File: config.mk
export PLATFORM = sky130hd
export DESIGN_NAME = spi_lane_master
export DESIGN_NICKNAME = d
export VERILOG_FILES = /design/src/rtl/spi_lane_pkg.sv /design/src/rtl/spi_lane_clkgen.sv /design/src/rtl/spi_lane_shifter.sv /design/src/rtl/spi_lane_ctrl.sv /design/src/rtl/spi_lane_master.sv
export SDC_FILE = /design/constraint.sdc
export NUM_CORES = 1
export LEC_CHECK = 0
export ABC_AREA = 0
export BUFFER_PORTS_ARGS = -buffer_cell sky130_fd_sc_hd__buf_2
export CORE_ASPECT_RATIO = 0.7
export CORE_MARGIN = 10
export CORE_UTILIZATION = 55
export DETAILED_ROUTE_END_ITERATION = 8
export PLACE_DENSITY = 0.83
export SLEW_MARGIN = 20
export SYNTH_ARGS = -nofsm -noshare
export SYNTH_HDL_FRONTEND = slang
export SYNTH_SLANG_ARGS = --single-unit
File: constraint.sdc
create_clock -name clk -period 2.05 [get_ports clk]
set_input_delay 0.41 -clock clk [delete_from_list [all_inputs] [get_ports clk]]
set_output_delay 0.41 -clock clk [all_outputs]
set_load 0.02 [all_outputs]
File: src/rtl/spi_lane_pkg.sv
`timescale 1ns/1ps
package spi_lane_pkg;
  typedef enum logic [1:0] {
    LM_SINGLE = 2'd0,
    LM_DUAL   = 2'd1,
    LM_QUAD   = 2'd2
  } lane_mode_e;

  typedef enum logic [1:0] {
    OP_XFER    = 2'd0,
    OP_SELECT  = 2'd1,
    OP_RELEASE = 2'd2
  } cmd_op_e;

  function automatic logic [3:0] drive_mask(input lane_mode_e m);
    case (m)
      LM_DUAL: drive_mask = 4'b0011;
      LM_QUAD: drive_mask = 4'b1111;
      default: drive_mask = 4'b0001;
    endcase
  endfunction
endpackage

File: src/rtl/spi_lane_clkgen.sv
`timescale 1ns/1ps
module spi_lane_clkgen #(
  parameter int DIV_W = 8,
  parameter int HW    = 5
) (
  input  logic             clk,
  input  logic             rst,
  input  logic             start,
  input  logic             run,
  input  logic             cpol,
  input  logic [DIV_W-1:0] div,
  input  logic [HW-1:0]    nhalf,
  output logic             sclk,
  output logic             lead_stb,
  output logic             trail_stb,
  output logic             last_stb
);
  logic [DIV_W-1:0] dcnt;
  logic [HW-1:0]    hcnt;
  logic             edge_now;

  assign edge_now  = run && !start && (dcnt == '0);
  assign lead_stb  = edge_now && !hcnt[0];
  assign trail_stb = edge_now && hcnt[0];
  assign last_stb  = edge_now && (hcnt == nhalf - 1'b1);

  always_ff @(posedge clk) begin
    if (rst) begin
      sclk <= 1'b0;
      dcnt <= '0;
      hcnt <= '0;
    end else if (start) begin
      dcnt <= div;
      hcnt <= '0;
      sclk <= cpol;
    end else if (run) begin
      if (dcnt == '0) begin
        dcnt <= div;
        sclk <= ~sclk;
        hcnt <= hcnt + 1'b1;
      end else begin
        dcnt <= dcnt - 1'b1;
      end
    end else begin
      sclk <= cpol;
    end
  end

  AST_HALF_COUNT_BOUND: assert property (@(posedge clk) disable iff (rst)
    run |-> (hcnt < nhalf));
endmodule

File: src/rtl/spi_lane_shifter.sv
`timescale 1ns/1ps
module spi_lane_shifter
  import spi_lane_pkg::*;
#(
  parameter int DATA_W = 8
) (
  input  logic              clk,
  input  logic              rst,
  input  logic              load,
  input  logic [DATA_W-1:0] load_data,
  input  lane_mode_e        mode,
  input  logic              cpha,
  input  logic              lead_stb,
  input  logic              trail_stb,
  input  logic [3:0]        lane_in,
  output logic [3:0]        lane_out,
  output logic [DATA_W-1:0] rx_word
);
  localparam bit HALF_OK = (DATA_W == 8) || (DATA_W == 16);

  logic [DATA_W-1:0] tx_sh, rx_sh, tx_next, rx_next;
  logic              skip_first;
  logic              samp, adv;

  // Phase 1 launches on leading edges, but the first group is already loaded.
  assign samp = cpha ? trail_stb : lead_stb;
  assign adv  = cpha ? (lead_stb && !skip_first) : trail_stb;

  generate
    if (HALF_OK) begin : g_multi
      always_comb begin
        unique case (mode)
          LM_DUAL: begin
            tx_next  = {tx_sh[DATA_W-3:0], 2'b00};
            rx_next  = {rx_sh[DATA_W-3:0], lane_in[1:0]};
            lane_out = {2'b00, tx_sh[DATA_W-1:DATA_W-2]};
          end
          LM_QUAD: begin
            tx_next  = {tx_sh[DATA_W-5:0], 4'b0000};
            rx_next  = {rx_sh[DATA_W-5:0], lane_in};
            lane_out = tx_sh[DATA_W-1:DATA_W-4];
          end
          default: begin
            tx_next  = {tx_sh[DATA_W-2:0], 1'b0};
            rx_next  = {rx_sh[DATA_W-2:0], lane_in[1]};
            lane_out = {3'b000, tx_sh[DATA_W-1]};
          end
        endcase
      end
    end else begin : g_single
      always_comb begin
        tx_next  = {tx_sh[DATA_W-2:0], 1'b0};
        rx_next  = {rx_sh[DATA_W-2:0], lane_in[1]};
        lane_out = {3'b000, tx_sh[DATA_W-1]};
      end
    end
  endgenerate

  always_ff @(posedge clk) begin
    if (rst) begin
      tx_sh      <= '0;
      rx_sh      <= '0;
      skip_first <= 1'b0;
    end else if (load) begin
      tx_sh      <= load_data;
      rx_sh      <= '0;
      skip_first <= 1'b1;
    end else begin
      if (adv)      tx_sh <= tx_next;
      if (samp)     rx_sh <= rx_next;
      if (lead_stb) skip_first <= 1'b0;
    end
  end

  assign rx_word = rx_sh;

  AST_PHASE1_FIRST_HOLD: assert property (@(posedge clk) disable iff (rst)
    (cpha && lead_stb && skip_first) |=> $stable(tx_sh));
endmodule

File: src/rtl/spi_lane_ctrl.sv
`timescale 1ns/1ps
module spi_lane_ctrl
  import spi_lane_pkg::*;
#(
  parameter int DATA_W = 8,
  parameter int DLY_W  = 8,
  parameter int HW     = 5
) (
  input  logic              clk,
  input  logic              rst,
  input  logic              cmd_valid,
  input  logic [1:0]        cmd_op,
  input  logic [1:0]        cmd_lanes,
  input  logic              cmd_read,
  input  logic [DLY_W-1:0]  cfg_ss_setup,
  input  logic [DLY_W-1:0]  cfg_ss_hold,
  input  logic [DLY_W-1:0]  cfg_ss_gap,
  input  logic              last_stb,
  input  logic [DATA_W-1:0] rx_word,
  output logic              cmd_ready,
  output logic              start,
  output logic              run,
  output lane_mode_e        mode_q,
  output logic [HW-1:0]     nhalf,
  output logic [3:0]        lane_oe,
  output logic              ss_act,
  output logic              done,
  output logic              rsp_valid,
  output logic [DATA_W-1:0] rsp_data
);
  localparam bit HALF_OK = (DATA_W == 8) || (DATA_W == 16);

  typedef enum logic [2:0] {
    ST_IDLE, ST_SETUP, ST_SHIFT, ST_FINISH, ST_HOLD, ST_GAP
  } state_e;

  state_e           state;
  logic [DLY_W-1:0] cnt;
  logic             rd_q;
  lane_mode_e       mode_in;
  logic             accept;

  always_comb begin
    mode_in = LM_SINGLE;
    if (HALF_OK) begin
      if (cmd_lanes == 2'd1)      mode_in = LM_DUAL;
      else if (cmd_lanes == 2'd2) mode_in = LM_QUAD;
    end
  end

  always_comb begin
    case (mode_q)
      LM_DUAL: nhalf = HW'(DATA_W);
      LM_QUAD: nhalf = HW'(DATA_W / 2);
      default: nhalf = HW'(2 * DATA_W);
    endcase
  end

  assign cmd_ready = (state == ST_IDLE);
  assign accept    = cmd_valid && cmd_ready;
  assign start     = accept && (cmd_op == 2'(OP_XFER));
  assign run       = (state == ST_SHIFT);

  always_ff @(posedge clk) begin
    if (rst) begin
      state     <= ST_IDLE;
      cnt       <= '0;
      mode_q    <= LM_SINGLE;
      rd_q      <= 1'b0;
      lane_oe   <= 4'b0000;
      ss_act    <= 1'b0;
      done      <= 1'b0;
      rsp_valid <= 1'b0;
      rsp_data  <= '0;
    end else begin
      done      <= 1'b0;
      rsp_valid <= 1'b0;
      unique case (state)
        ST_IDLE: begin
          if (accept) begin
            case (cmd_op)
              2'(OP_XFER): begin
                mode_q <= mode_in;
                rd_q   <= cmd_read;
                if (mode_in == LM_SINGLE) lane_oe <= 4'b0001;
                else if (cmd_read)        lane_oe <= 4'b0000;
                else                      lane_oe <= drive_mask(mode_in);
                state  <= ST_SHIFT;
              end
              2'(OP_SELECT): begin
                ss_act <= 1'b1;
                cnt    <= cfg_ss_setup;
                state  <= ST_SETUP;
              end
              2'(OP_RELEASE): begin
                cnt   <= cfg_ss_hold;
                state <= ST_HOLD;
              end
              default: begin
                rd_q  <= 1'b0;
                state <= ST_FINISH;
              end
            endcase
          end
        end
        ST_SETUP: begin
          if (cnt == '0) begin
            done  <= 1'b1;
            state <= ST_IDLE;
          end else begin
            cnt <= cnt - 1'b1;
          end
        end
        ST_SHIFT: begin
          if (last_stb) state <= ST_FINISH;
        end
        ST_FINISH: begin
          done      <= 1'b1;
          rsp_valid <= rd_q;
          if (rd_q) rsp_data <= rx_word;
          lane_oe   <= 4'b0000;
          state     <= ST_IDLE;
        end
        ST_HOLD: begin
          if (cnt == '0) begin
            ss_act <= 1'b0;
            cnt    <= cfg_ss_gap;
            state  <= ST_GAP;
          end else begin
            cnt <= cnt - 1'b1;
          end
        end
        ST_GAP: begin
          if (cnt == '0) begin
            done  <= 1'b1;
            state <= ST_IDLE;
          end else begin
            cnt <= cnt - 1'b1;
          end
        end
        default: state <= ST_IDLE;
      endcase
    end
  end

  AST_DONE_SINGLE: assert property (@(posedge clk) disable iff (rst)
    done |=> !done);
  AST_RSP_WITH_DONE: assert property (@(posedge clk) disable iff (rst)
    rsp_valid |-> done);
  AST_SS_STABLE_XFER: assert property (@(posedge clk) disable iff (rst)
    (state == ST_SHIFT) |-> $stable(ss_act));
  AST_READ_LANES_QUIET: assert property (@(posedge clk) disable iff (rst)
    (run && mode_q != LM_SINGLE && rd_q) |-> (lane_oe == 4'b0000));
  AST_HALF_NEEDS_WIDTH: assert property (@(posedge clk) disable iff (rst)
    (run && mode_q != LM_SINGLE) |-> HALF_OK);
endmodule

File: src/rtl/spi_lane_master.sv
`timescale 1ns/1ps
module spi_lane_master
  import spi_lane_pkg::*;
#(
  parameter int DATA_W = 8,
  parameter int DIV_W  = 8,
  parameter int DLY_W  = 8
) (
  input  logic              clk,
  input  logic              rst,
  input  logic              cfg_cpol,
  input  logic              cfg_cpha,
  input  logic              cfg_ss_active_high,
  input  logic [DIV_W-1:0]  cfg_clk_div,
  input  logic [DLY_W-1:0]  cfg_ss_setup,
  input  logic [DLY_W-1:0]  cfg_ss_hold,
  input  logic [DLY_W-1:0]  cfg_ss_gap,
  input  logic              cmd_valid,
  output logic              cmd_ready,
  input  logic [1:0]        cmd_op,
  input  logic [1:0]        cmd_lanes,
  input  logic              cmd_read,
  input  logic [DATA_W-1:0] cmd_data,
  output logic              done,
  output logic              rsp_valid,
  output logic [DATA_W-1:0] rsp_data,
  output logic              sclk,
  output logic              ss,
  input  logic [3:0]        lane_in,
  output logic [3:0]        lane_out,
  output logic [3:0]        lane_oe
);
  localparam int HW = $clog2(2 * DATA_W + 1);

  logic              start, run, lead_stb, trail_stb, last_stb, ss_act;
  lane_mode_e        mode_q;
  logic [HW-1:0]     nhalf;
  logic [DATA_W-1:0] rx_word;

  spi_lane_ctrl #(.DATA_W(DATA_W), .DLY_W(DLY_W), .HW(HW)) u_ctrl (
    .clk(clk), .rst(rst), .cmd_valid(cmd_valid), .cmd_op(cmd_op),
    .cmd_lanes(cmd_lanes), .cmd_read(cmd_read), .cfg_ss_setup(cfg_ss_setup),
    .cfg_ss_hold(cfg_ss_hold), .cfg_ss_gap(cfg_ss_gap), .last_stb(last_stb),
    .rx_word(rx_word), .cmd_ready(cmd_ready), .start(start), .run(run),
    .mode_q(mode_q), .nhalf(nhalf), .lane_oe(lane_oe), .ss_act(ss_act),
    .done(done), .rsp_valid(rsp_valid), .rsp_data(rsp_data)
  );

  spi_lane_clkgen #(.DIV_W(DIV_W), .HW(HW)) u_clkgen (
    .clk(clk), .rst(rst), .start(start), .run(run), .cpol(cfg_cpol),
    .div(cfg_clk_div), .nhalf(nhalf), .sclk(sclk), .lead_stb(lead_stb),
    .trail_stb(trail_stb), .last_stb(last_stb)
  );

  spi_lane_shifter #(.DATA_W(DATA_W)) u_shifter (
    .clk(clk), .rst(rst), .load(start), .load_data(cmd_data), .mode(mode_q),
    .cpha(cfg_cpha), .lead_stb(lead_stb), .trail_stb(trail_stb),
    .lane_in(lane_in), .lane_out(lane_out), .rx_word(rx_word)
  );

  assign ss = cfg_ss_active_high ? ss_act : ~ss_act;

  AST_SCLK_IDLE_LEVEL: assert property (@(posedge clk) disable iff (rst)
    (cmd_ready && $past(cmd_ready) && !$past(rst) && $stable(cfg_cpol))
      |-> (sclk == cfg_cpol));
endmodule

Yosys cells after proc, flatten, opt, wreduce, memory -nomap -nowiden. Index checks and enable logic that the tools add are counted. Widths: inputs -> output; s select.

Register bits after elaboration: 60. Output and inout bits: 21. Input bits: 55. Logic and storage cells: 123.

Add/sub/neg operators: 4. Mux-type cells: 43. Bitwise operators: 4. Equality and inequality tests: 23. Reduce and logical (&&, ||, !) cells: 34.

Operator list (count): $mux 8 (8); $pmux 8 s2 (3); $pmux 4 s2 (3); $pmux 8 s3 (1); $logic_not 8->1 (2); $mux 4 (4); $sub 8x1->8 const B (2); $mux 1 (12); $mux 3 (4); $pmux 3 s4 (1); $reduce_and 4->1 (3); $ne 2x2->1 const B (5); $pmux 5 s2 (1); $reduce_bool 2->1 (5); $pmux 3 s3 (1); $reduce_and 3->1 (3); $eq 2x1->1 const B (4); $eq 2x2->1 const B (4); $logic_and 1x1->1 (8); $reduce_or 2->1 (4); $eq 3x2->1 const B (2); $eq 3x3->1 const B (2); $pmux 1 s2 (3); $add 5x1->5 const B (1); 13 further kinds (22).

Logic depth before layout (Yosys ltp). Gate-level depths: netlist of the first run.

Depth in word-level cells: 11. Mapped depth: 10. Depth with buffers taken out: 7.

By module. From an unflattened synthesis of the first run, not the netlist that was laid out.

Cells, all modules: 463. Area total of the unflattened synthesis: 3746.1 um2.

By module, submodules not included: spi_lane_ctrl (area each 1692.9 um2, cells each 214, times used 1, sequential area each 560.5 um2); spi_lane_shifter (area each 1027.2 um2, cells each 122, times used 1, sequential area each 340.3 um2); spi_lane_clkgen (area each 1017.2 um2, cells each 126, times used 1, sequential area each 280.3 um2); spi_lane_master (area each 8.8 um2, cells each 1, times used 1, sequential area each 0.0 um2).

Least setup slack after synthesis of the first run. Ideal clock, no wire load.

Path type: register to output. Start: reg u_ctrl.mode_q[1]. End: out lane_out[0]. Path slack: 57 ps. Path buffers: 2. Data arrival time: 1583 ps. Cell stages (with the launch flop): 7. Path through: dfxtp_1 -> inv_1 -> ha_1 -> clkbuf_1 -> clkbuf_1 -> a22oi_1 -> o21ai_0.

Cells in the longest elaborated chain, start to end: 2. Elaborated cells on any way between the ends: 3. Those cells by class: 2 x eq/ne; 1 x mux.

Ends and longest elaborated chain: start, declared (RTL line spi_lane_ctrl.sv:23) `output lane_mode_e mode_q,`; start signal, assigned (RTL line spi_lane_ctrl.sv:83) `mode_q <= mode_in;`; $eq 2x2->1 / $eq 2x1->1 (equally long branches) (RTL line spi_lane_shifter.sv:32) `unique case (mode)`; $pmux 4 s2 (*) (RTL line spi_lane_shifter.sv:32); end, declared (RTL line spi_lane_master.sv:30) `output logic [3:0] lane_out,`.

Mark *: on every way between the ends. The rest lies on a longest branch, timed or not.

Final worst setup path of the first run.
Start: reg u_ctrl.cnt[1]. End: reg u_ctrl.cnt[0].

Cells in the longest elaborated chain, start to end: 3. Elaborated cells on any way between the ends: 5. Those cells by class: 1 x eq/ne; 2 x mux; 2 x reduce/logical.

Ends and longest elaborated chain: start, declared (RTL line spi_lane_ctrl.sv:38) `logic [DLY_W-1:0] cnt;`; start signal, assigned (RTL line spi_lane_ctrl.sv:92) `cnt <= cfg_ss_setup;`; start signal, assigned (RTL line spi_lane_ctrl.sv:96) `cnt <= cfg_ss_hold;`; start signal, assigned (RTL line spi_lane_ctrl.sv:111) `cnt <= cnt - 1'b1;`; $logic_not 8->1 (*) (RTL line spi_lane_ctrl.sv:107, spi_lane_ctrl.sv:125, spi_lane_ctrl.sv:134); $mux 8 / $ne 2x2->1 (equally long branches); $pmux 8 s3 / $reduce_and 4->1 (equally long branches).

Marks and branches as above. A chain may end at the register's enable or synchronous reset.

==> results.md, run 1 <==
* P per Cell Area at 1111 nW/um2
* Largest net degree at the start of global routing at 19
* Die extent in y at 87.64 um
* Clk Latency, worst-skew pair at 330 ps
* DR pass1 iterations at 6
* Worst VDD drop at 0.8389 mV
* Diodes inserted at 0
* IO Port Bufs at 75
* Total number of vias at 3738
* CP arrival at 2200 ps
* Fmax at 503.7 MHz
* Mean routed wirelength per cell at 17.30 um
* Setup crit end kind: flop
* Final Power at 0.004948 W
* Vias in the first global route at 3544
* Die width at 116.6 um
* CP Cell Sequence: inv_2 > ha_2 > or4b_4 > o21ai_4 > nand2_4 > a221oi_2 > a221oi_2
* Synthesized area at 3595 um2
* Final nets at 606
* Fin crit period at 1985 ps
* Floorplan row count at 24
* Die ar. at 10220 um2
* Synth Warn # at 0
* Slowest CP cell: or4b_4
* GR Util All Layers at 20.39%
* Max_slew headroom at 62.57%
* Initial Util at 57.28%
* Final GP Congestion at 0.9745
* CP Data Required Time at 2270 ps
* Final Skew at 7.448 ps
* Share of cells above drive strength 1 at 29.02%
* Initial antenna violation count at 0
* Max-cap violations at 0
* Wirelength, routed at 10710 um
* EDFF count, synth at 0
* Global-route wire length before repair at 17080 um
* Post-route setup TNS at 0 ps
* Mapped Cells at 445
* Hold Path Class: input port to flop
* LEAKAGE at 1.873 nW
* Flops & latches, synth at 59
* Fin. Hold Viols at 0
* ANT nets after route at 0
* IO Count at 76
* Average size of a mapped cell at 8.078 um2
* Clk sink count at 59
* Sequential fraction of the synthesis area at 32.86%
* Setup violation total in the final timing report at 0
* Clk slew on worst S/H paths at 70 ps
* Iteration-0 DRC Markers at 353
* Inserted Clock Buffers at 9
* Ys async rst share at 0%
* Core area at 6276 um2
* CP max FO at 7
* Root Buffer: clkbuf_8
* Status: finished clean
* Vias per std cell at 6.039
* CTS tree: yes
* Residual DRC at 0
* Area growth from synthesis to layout at 23.88%
* Worst-margin pin slew at 553.6 ps
* Distinct cells, synth at 58
* Final period utilization at 96.85%
* Hpwl dp at 7799 um
* CTS HTree Levels at 3
* Fin util at 70.95%
* Slowest Stage Delay on Critical Path at 490 ps
* Slew Limit Fails at 0
* Grt total ovfl at 0
* CP Class: flop to flop
* Startpoint types: flop
* Clock Tree Buf Depth at 2
* Critical Path Most Common Cell: a221oi_2
* Mapped Nets at 515
* Top FF cell, synth: dfxtp_1
-- worst paths after layout --
path	from	end	slack, ps	cells past startpoint
max	u_ctrl.cnt[1]	u_ctrl.cnt[0]	60	7
min	cmd_data[0]	u_shifter.tx_sh[0]	330	3
max reg2reg	u_ctrl.cnt[1]	u_ctrl.cnt[0]	60	7
min reg2reg	u_ctrl.rsp_data[5]	u_ctrl.rsp_data[5]	460	2
-- layout make-up --
cell class	count	area, um2
clock inverter	4	47.55
timing repair buffer	109	633.1
tap	78	97.59
clock buffer	12	165.2
inverter	19	71.32
multi-input combinational	338	2253
sequential	59	1185
fill	477	1823
-- critical path: cells and delay by family, from the launching register on --
| kind | cells | cell delay [ps] |
|---|---|---|
| compound gates | 3 | 640 |
| simple gates | 2 | 630 |
| flops | 1 | 340 |
| fa+ha+maj | 1 | 190 |
| buf+inv | 1 | 70 |
-- report_power, final --
group          switching [W]  total, W  internal, W  leakage [nW]
Combinational        0.00129   0.00235      0.00106          1.28
Sequential          0.000192   0.00148      0.00129         0.480
Clock               0.000461   0.00112     0.000656         0.108
Total                0.00194   0.00495      0.00300          1.87
-- Yosys cell counts (2+ instances only) --
library cell | n | area (um2)
buf_2 | 8 | 40.04
mux2i_1 | 17 | 170.2
xnor2_1 | 4 | 35.03
or3_1 | 2 | 12.51
a221oi_2 | 4 | 60.06
a221oi_1 | 8 | 70.07
nor3_1 | 17 | 85.08
nor3b_1 | 5 | 37.54
xor2_1 | 5 | 43.79
o21a_1 | 3 | 22.52
and2_1 | 4 | 25.02
o31ai_1 | 2 | 15.01
inv_1 | 19 | 71.32
a22oi_1 | 9 | 67.56
o21ai_1 | 3 | 15.01
mux2_2 | 2 | 22.52
nor2b_1 | 5 | 31.28
a32o_1 | 3 | 30.03
nand2_1 | 47 | 176.4
nor3_2 | 2 | 20.02
nand2b_1 | 4 | 25.02
nand3b_1 | 5 | 37.54
o21ai_0 | 23 | 115.1
buf_4 | 4 | 30.03
ha_1 | 15 | 187.7
and3_1 | 5 | 31.28
dfxtp_1 | 59 | 1181
clkbuf_1 | 16 | 60.06
a211oi_1 | 11 | 82.58
a31oi_1 | 3 | 18.77
nand4_1 | 3 | 18.77
nor4_1 | 6 | 37.54
nand3_1 | 9 | 45.04
nor4b_1 | 2 | 17.52
a21o_1 | 2 | 15.01
a21oi_1 | 39 | 195.2
nor2_1 | 44 | 165.2
o32ai_1 | 6 | 52.55
-- state kept, by name (all words and copies together) (netlist names) --
register / count
u_clkgen.dcnt: 8
u_ctrl.cnt: 8
u_ctrl.rsp_data: 8
u_shifter.rx_word: 8
u_shifter.tx_sh: 8
u_clkgen.hcnt: 5
u_ctrl.lane_oe: 3
u_ctrl.state: 3
u_ctrl.mode_q: 2
u_clkgen.sclk: 1
u_ctrl.done: 1
u_ctrl.rd_q: 1
u_ctrl.rsp_valid: 1
u_ctrl.ss_act: 1
u_shifter.skip_first: 1
-- metal layers --
layer / vias up / wire, um / global-route usage [%]
met5: - / 0 / 0
met3: 15 / 1032 / 5.328
met4: 0 / 107 / 5.369
met2: 210 / 4847 / 31.66
li1: 1793 / - / -
met1: 1720 / 4718 / 27.47
-- cell usage in the layout (no fill, tap or decap), drive strengths merged, types with 2 or more instances in the layout --
| master | synthesis | layout |
|---|---|---|
| a211oi | 11 | 11 |
| a21o | 3 | 3 |
| a21oi | 40 | 40 |
| a221oi | 12 | 12 |
| a22oi | 9 | 9 |
| a31oi | 3 | 3 |
| a32o | 3 | 3 |
| and2 | 4 | 4 |
| and3 | 5 | 5 |
| buf | 13 | 109 |
| clkbuf | 16 | 12 |
| clkinv | 0 | 2 |
| dfxtp | 59 | 59 |
| ha | 15 | 15 |
| inv | 19 | 19 |
| mux2 | 2 | 2 |
| mux2i | 17 | 17 |
| nand2 | 49 | 49 |
| nand2b | 4 | 4 |
| nand3 | 9 | 9 |
| nand3b | 5 | 5 |
| nand4 | 3 | 3 |
| nor2 | 45 | 45 |
| nor2b | 5 | 5 |
| nor3 | 19 | 19 |
| nor3b | 6 | 6 |
| nor4 | 6 | 6 |
| nor4b | 3 | 3 |
| o21a | 3 | 3 |
| o21ai | 27 | 27 |
| o31ai | 2 | 2 |
| o32ai | 6 | 6 |
| or2 | 2 | 2 |
| or3 | 2 | 2 |
| xnor2 | 4 | 4 |
| xor2 | 5 | 5 |
-- logic make-up (layout without fill, tap and decap cells) --
logic type	Yosys count	count (layout)	synth area share, %
DFF	59	59	32.86
xor gates and xnor gates	9	9	2.193
adders and majority gates	15	15	5.221
AOI/OAI and AO/OA	125	125	24.26
buffers and inverters	48	144	5.917
and+or+nand+nor	170	170	24.19
muxes	19	19	5.360
-- through the flow --
step / instance area [um2] / cells / worst slack (ps) / hold slack, ps
2_1_floorplan: 3595 / 445 / 57.07 / 431.6
3_3_place_gp: 4159 / 600 / 106.1 / 440.2
3_5_place_dp: 4159 / 600 / 0.9852 / 445.7
4_1_cts: 4410 / 619 / 9.303 / 319.7
5_1_grt: 4453 / 619 / -18.99 / 348.0
6_report: 4453 / 619 / 64.59 / 325.7
-- timing repair --
action / in CTS / in global routing
setup endpoints to repair: 3 / 14
resized for setup: 3 / 12
hold buffers: 0 / 0
endpoints found under the hold margin: 0 / 0
pin swaps: 3 / 4
buffers inserted: 3 / 1
(Power assumes the default switching activity.)
==> run 2: changes to the inputs <==
- clock period: 2.05 -> 2 ns (I/O delays scaled with it)
==> run 2 against run 1 <==
  * Setup slack lost 27 ps
  * Count of clock-buffer cells in the layout up 2
  * Final cell count grew 1.9%
  * Critical path type unchanged
==> results.md, run 2 (synthesized netlist as in run 1, its figures left out) <==
* Final GP Congestion at 0.9733 (-0.12%)
* Inst Count DP at 607 (+1.2%)
* IO Port Bufs at 75 (unchanged)
* Hold Path Class: input port to flop
* Met3 global-route usage at 6.148% (+0.82 points)
* CP arrival at 2170 ps (-30 ps)
* Total number of vias at 3881 (+3.8%)
* CTS HTree Levels at 3 (unchanged)
* CP max FO at 8 (+1)
* LEAKAGE at 1.947 nW (+3.9%)
* Min Hold Slack at 313.2 ps (-12.55 ps)
* Clk slew on worst S/H paths at 70 ps (about the same)
* Mean routed wirelength per cell at 18.03 um (+4.3%)
* Fin. Hold Viols at 0 (unchanged)
* Crit path max-delay family: compound AO/OA/AOI/OAI gates
* Final nets at 619 (+2.1%)
* Fin util at 73.45% (+2.5 points)
* GRT busiest layer: met2
* Global-route wire length before repair at 17820 um (+4.4%)
* ANT nets after route at 0 (unchanged)
* DR pass1 iterations at 6 (unchanged)
* Sequential cell area at 1190 um2 (+0.42%)
* GR Util All Layers at 21.58% (+1.2 points)
* P per Cell Area at 1150 nW/um2 (+3.5%)
* CP Class: flop to flop
* Logic pwr share at 49.2% (+1.7 points)
* Vias in the first global route at 3641 (+2.7%)
* IO Count at 76 (unchanged)
* Final period utilization at 98.12% (+1.3 points)
* Core area at 6276 um2 (unchanged)
* Inserted Clock Buffers at 9 (unchanged)
* Clock Tree Buf Depth at 2 (unchanged)
* Wirelength, routed at 11380 um (+6.3%)
* Root Buffer: clkbuf_8
* Vias per std cell at 6.151 (+1.9%)
* Post-route setup TNS at 0 ps (unchanged)
* P_int at 0.003209 W (+6.8%)
* Die ar. at 10220 um2 (unchanged)
* Switch Pwr at 0.002093 W (+7.7%)
* Share of cells above drive strength 1 at 31.65% (+2.6 points)
* CTS tree: yes
* Die width at 116.6 um (unchanged)
* Status: finished clean
* Seq pwr share at 28.6% (-1.3 points)
* Final Skew at 7.548 ps (+0.1002 ps)
* Clk Latency, worst-skew pair at 340 ps (about the same)
* Floorplan row count at 24 (unchanged)
* Largest net degree at the start of global routing at 23 (+4)
* Most frequent cells in the layout: buf_2 (74), dfxtp_1 (54), nand2_1 (47)
* CP Cell Sequence: inv_2 > ha_4 > or4b_4 > o21ai_4 > nand2_4 > a221oi_4 > o32ai_2
* Final std cells w/o fill at 631 (+1.9%)
* Sw frac at 39.48% (+0.19 points)
* Iteration-0 DRC Markers at 432 (+22%)
* RSZ-0062 raised after global routing: true
* Fmax at 509.6 MHz (+1.2%)
* Hold_buf cts at 0 (unchanged)
* Met1 track utilization from global routing at 28.48% (+1.0 points)
* Most common cell after layout, fill and taps aside: buf_2
* Critical path buffers and inverters at 1 (unchanged)
* Met2 Resource Use GR at 33.45% (+1.8 points)
* Worst-margin pin slew at 582.7 ps (+29.08 ps)
* Worst VDD drop at 0.7758 mV (-7.5%)
* CP Data Required Time at 2210 ps (-60 ps)
* Max_slew headroom at 60.80% (-1.8 points)
* Startpoint types: flop
* Hpwl dp at 8106 um (+3.9%)
* Slew Limit Fails at 0 (unchanged)
* Setup violation total in the final timing report at 0 (unchanged)
* Initial antenna violation count at 0 (unchanged)
* Clk sink count at 59 (unchanged)
* Setup crit end kind: flop
* Max-cap violations at 0 (unchanged)
* FILL cells at 459 (-3.8%)
* Area of the multi-input gates at 2287 um2 (+1.5%)
* Grt total ovfl at 0 (unchanged)
* Fin crit period at 1962 ps (-22.96 ps)
* Diodes inserted at 0 (unchanged)
* Initial Util at 57.28% (unchanged)
* Residual DRC at 0 (unchanged)
* Die extent in y at 87.64 um (unchanged)
* Slowest CP cell: or4b_4
* Slowest Stage Delay on Critical Path at 490 ps (about the same)
* Clock power frac at 22.2% (-0.4 points)
* Area growth from synthesis to layout at 28.23%
run 2: power groups by stage:
| stage | Clock [W] | Combinational (W) | Sequential, W |
|---|---|---|---|
| final | 0.00118 | 0.00261 | 0.00152 |
| after detailed placement | 0 | 0.00235 | 0.00152 |
| after CTS | 0.00118 | 0.00240 | 0.00150 |
| after global placement | 0 | 0.00231 | 0.00151 |
| after global routing | 0.00123 | 0.00281 | 0.00153 |
| after floorplan | 0 | 0.00163 | 0.00148 |
run 2: worst register-to-register path: cells and delay by family, from the launching register on:
family,cells,cell delay (ps)
buffers and inverters,1,80
AO/OA/AOI/OAI,3,640
AND/OR/NAND/NOR,2,630
flip-flops,1,350
adder cells (fa/ha/maj),1,150
run 2: path summary, 6_finish.rpt:
kind	startpoint	endpoint	slack, ps	cells after the start
max	u_ctrl.cnt[1]	u_ctrl.cnt[3]	40	7
max reg2reg	u_ctrl.cnt[1]	u_ctrl.cnt[3]	40	7
min	cmd_data[0]	u_shifter.tx_sh[0]	310	3
min reg2reg	u_ctrl.rsp_data[5]	u_ctrl.rsp_data[5]	460	2
run 2: per-stage QoR:
step                      total power (W)  worst slack, ps  cell area (um2)
after floorplan                  0.003107            17.07             3595
after global placement           0.003816            103.2             4224
after detailed placement         0.003871            4.820             4224
after CTS                        0.005075            5.296             4478
after global routing             0.005573           -29.84             4609
final                            0.005302            37.55             4609
run 2: per-layer routing:
layer	vias up	wire length (um)
li1	1817	-
met1	1826	4907
met2	219	5234
met3	19	1070
met4	0	167
met5	-	0
run 2: layout make-up:
cell class | instances | share of cell area (%)
Clock inverter | 1 | 0.6515
Multi-Input combinational cell | 338 | 49.62
Clock buffer | 14 | 3.963
Sequential cell | 59 | 25.81
Tap cell | 78 | 2.117
Inverter | 19 | 1.547
Timing Repair Buffer | 122 | 16.29
run 2: repair_timing:
item,CTS,global route
gates resized for setup,10,16
endpoints found under the setup margin,5,17
setup buffers,0,9
pin swaps,4,8
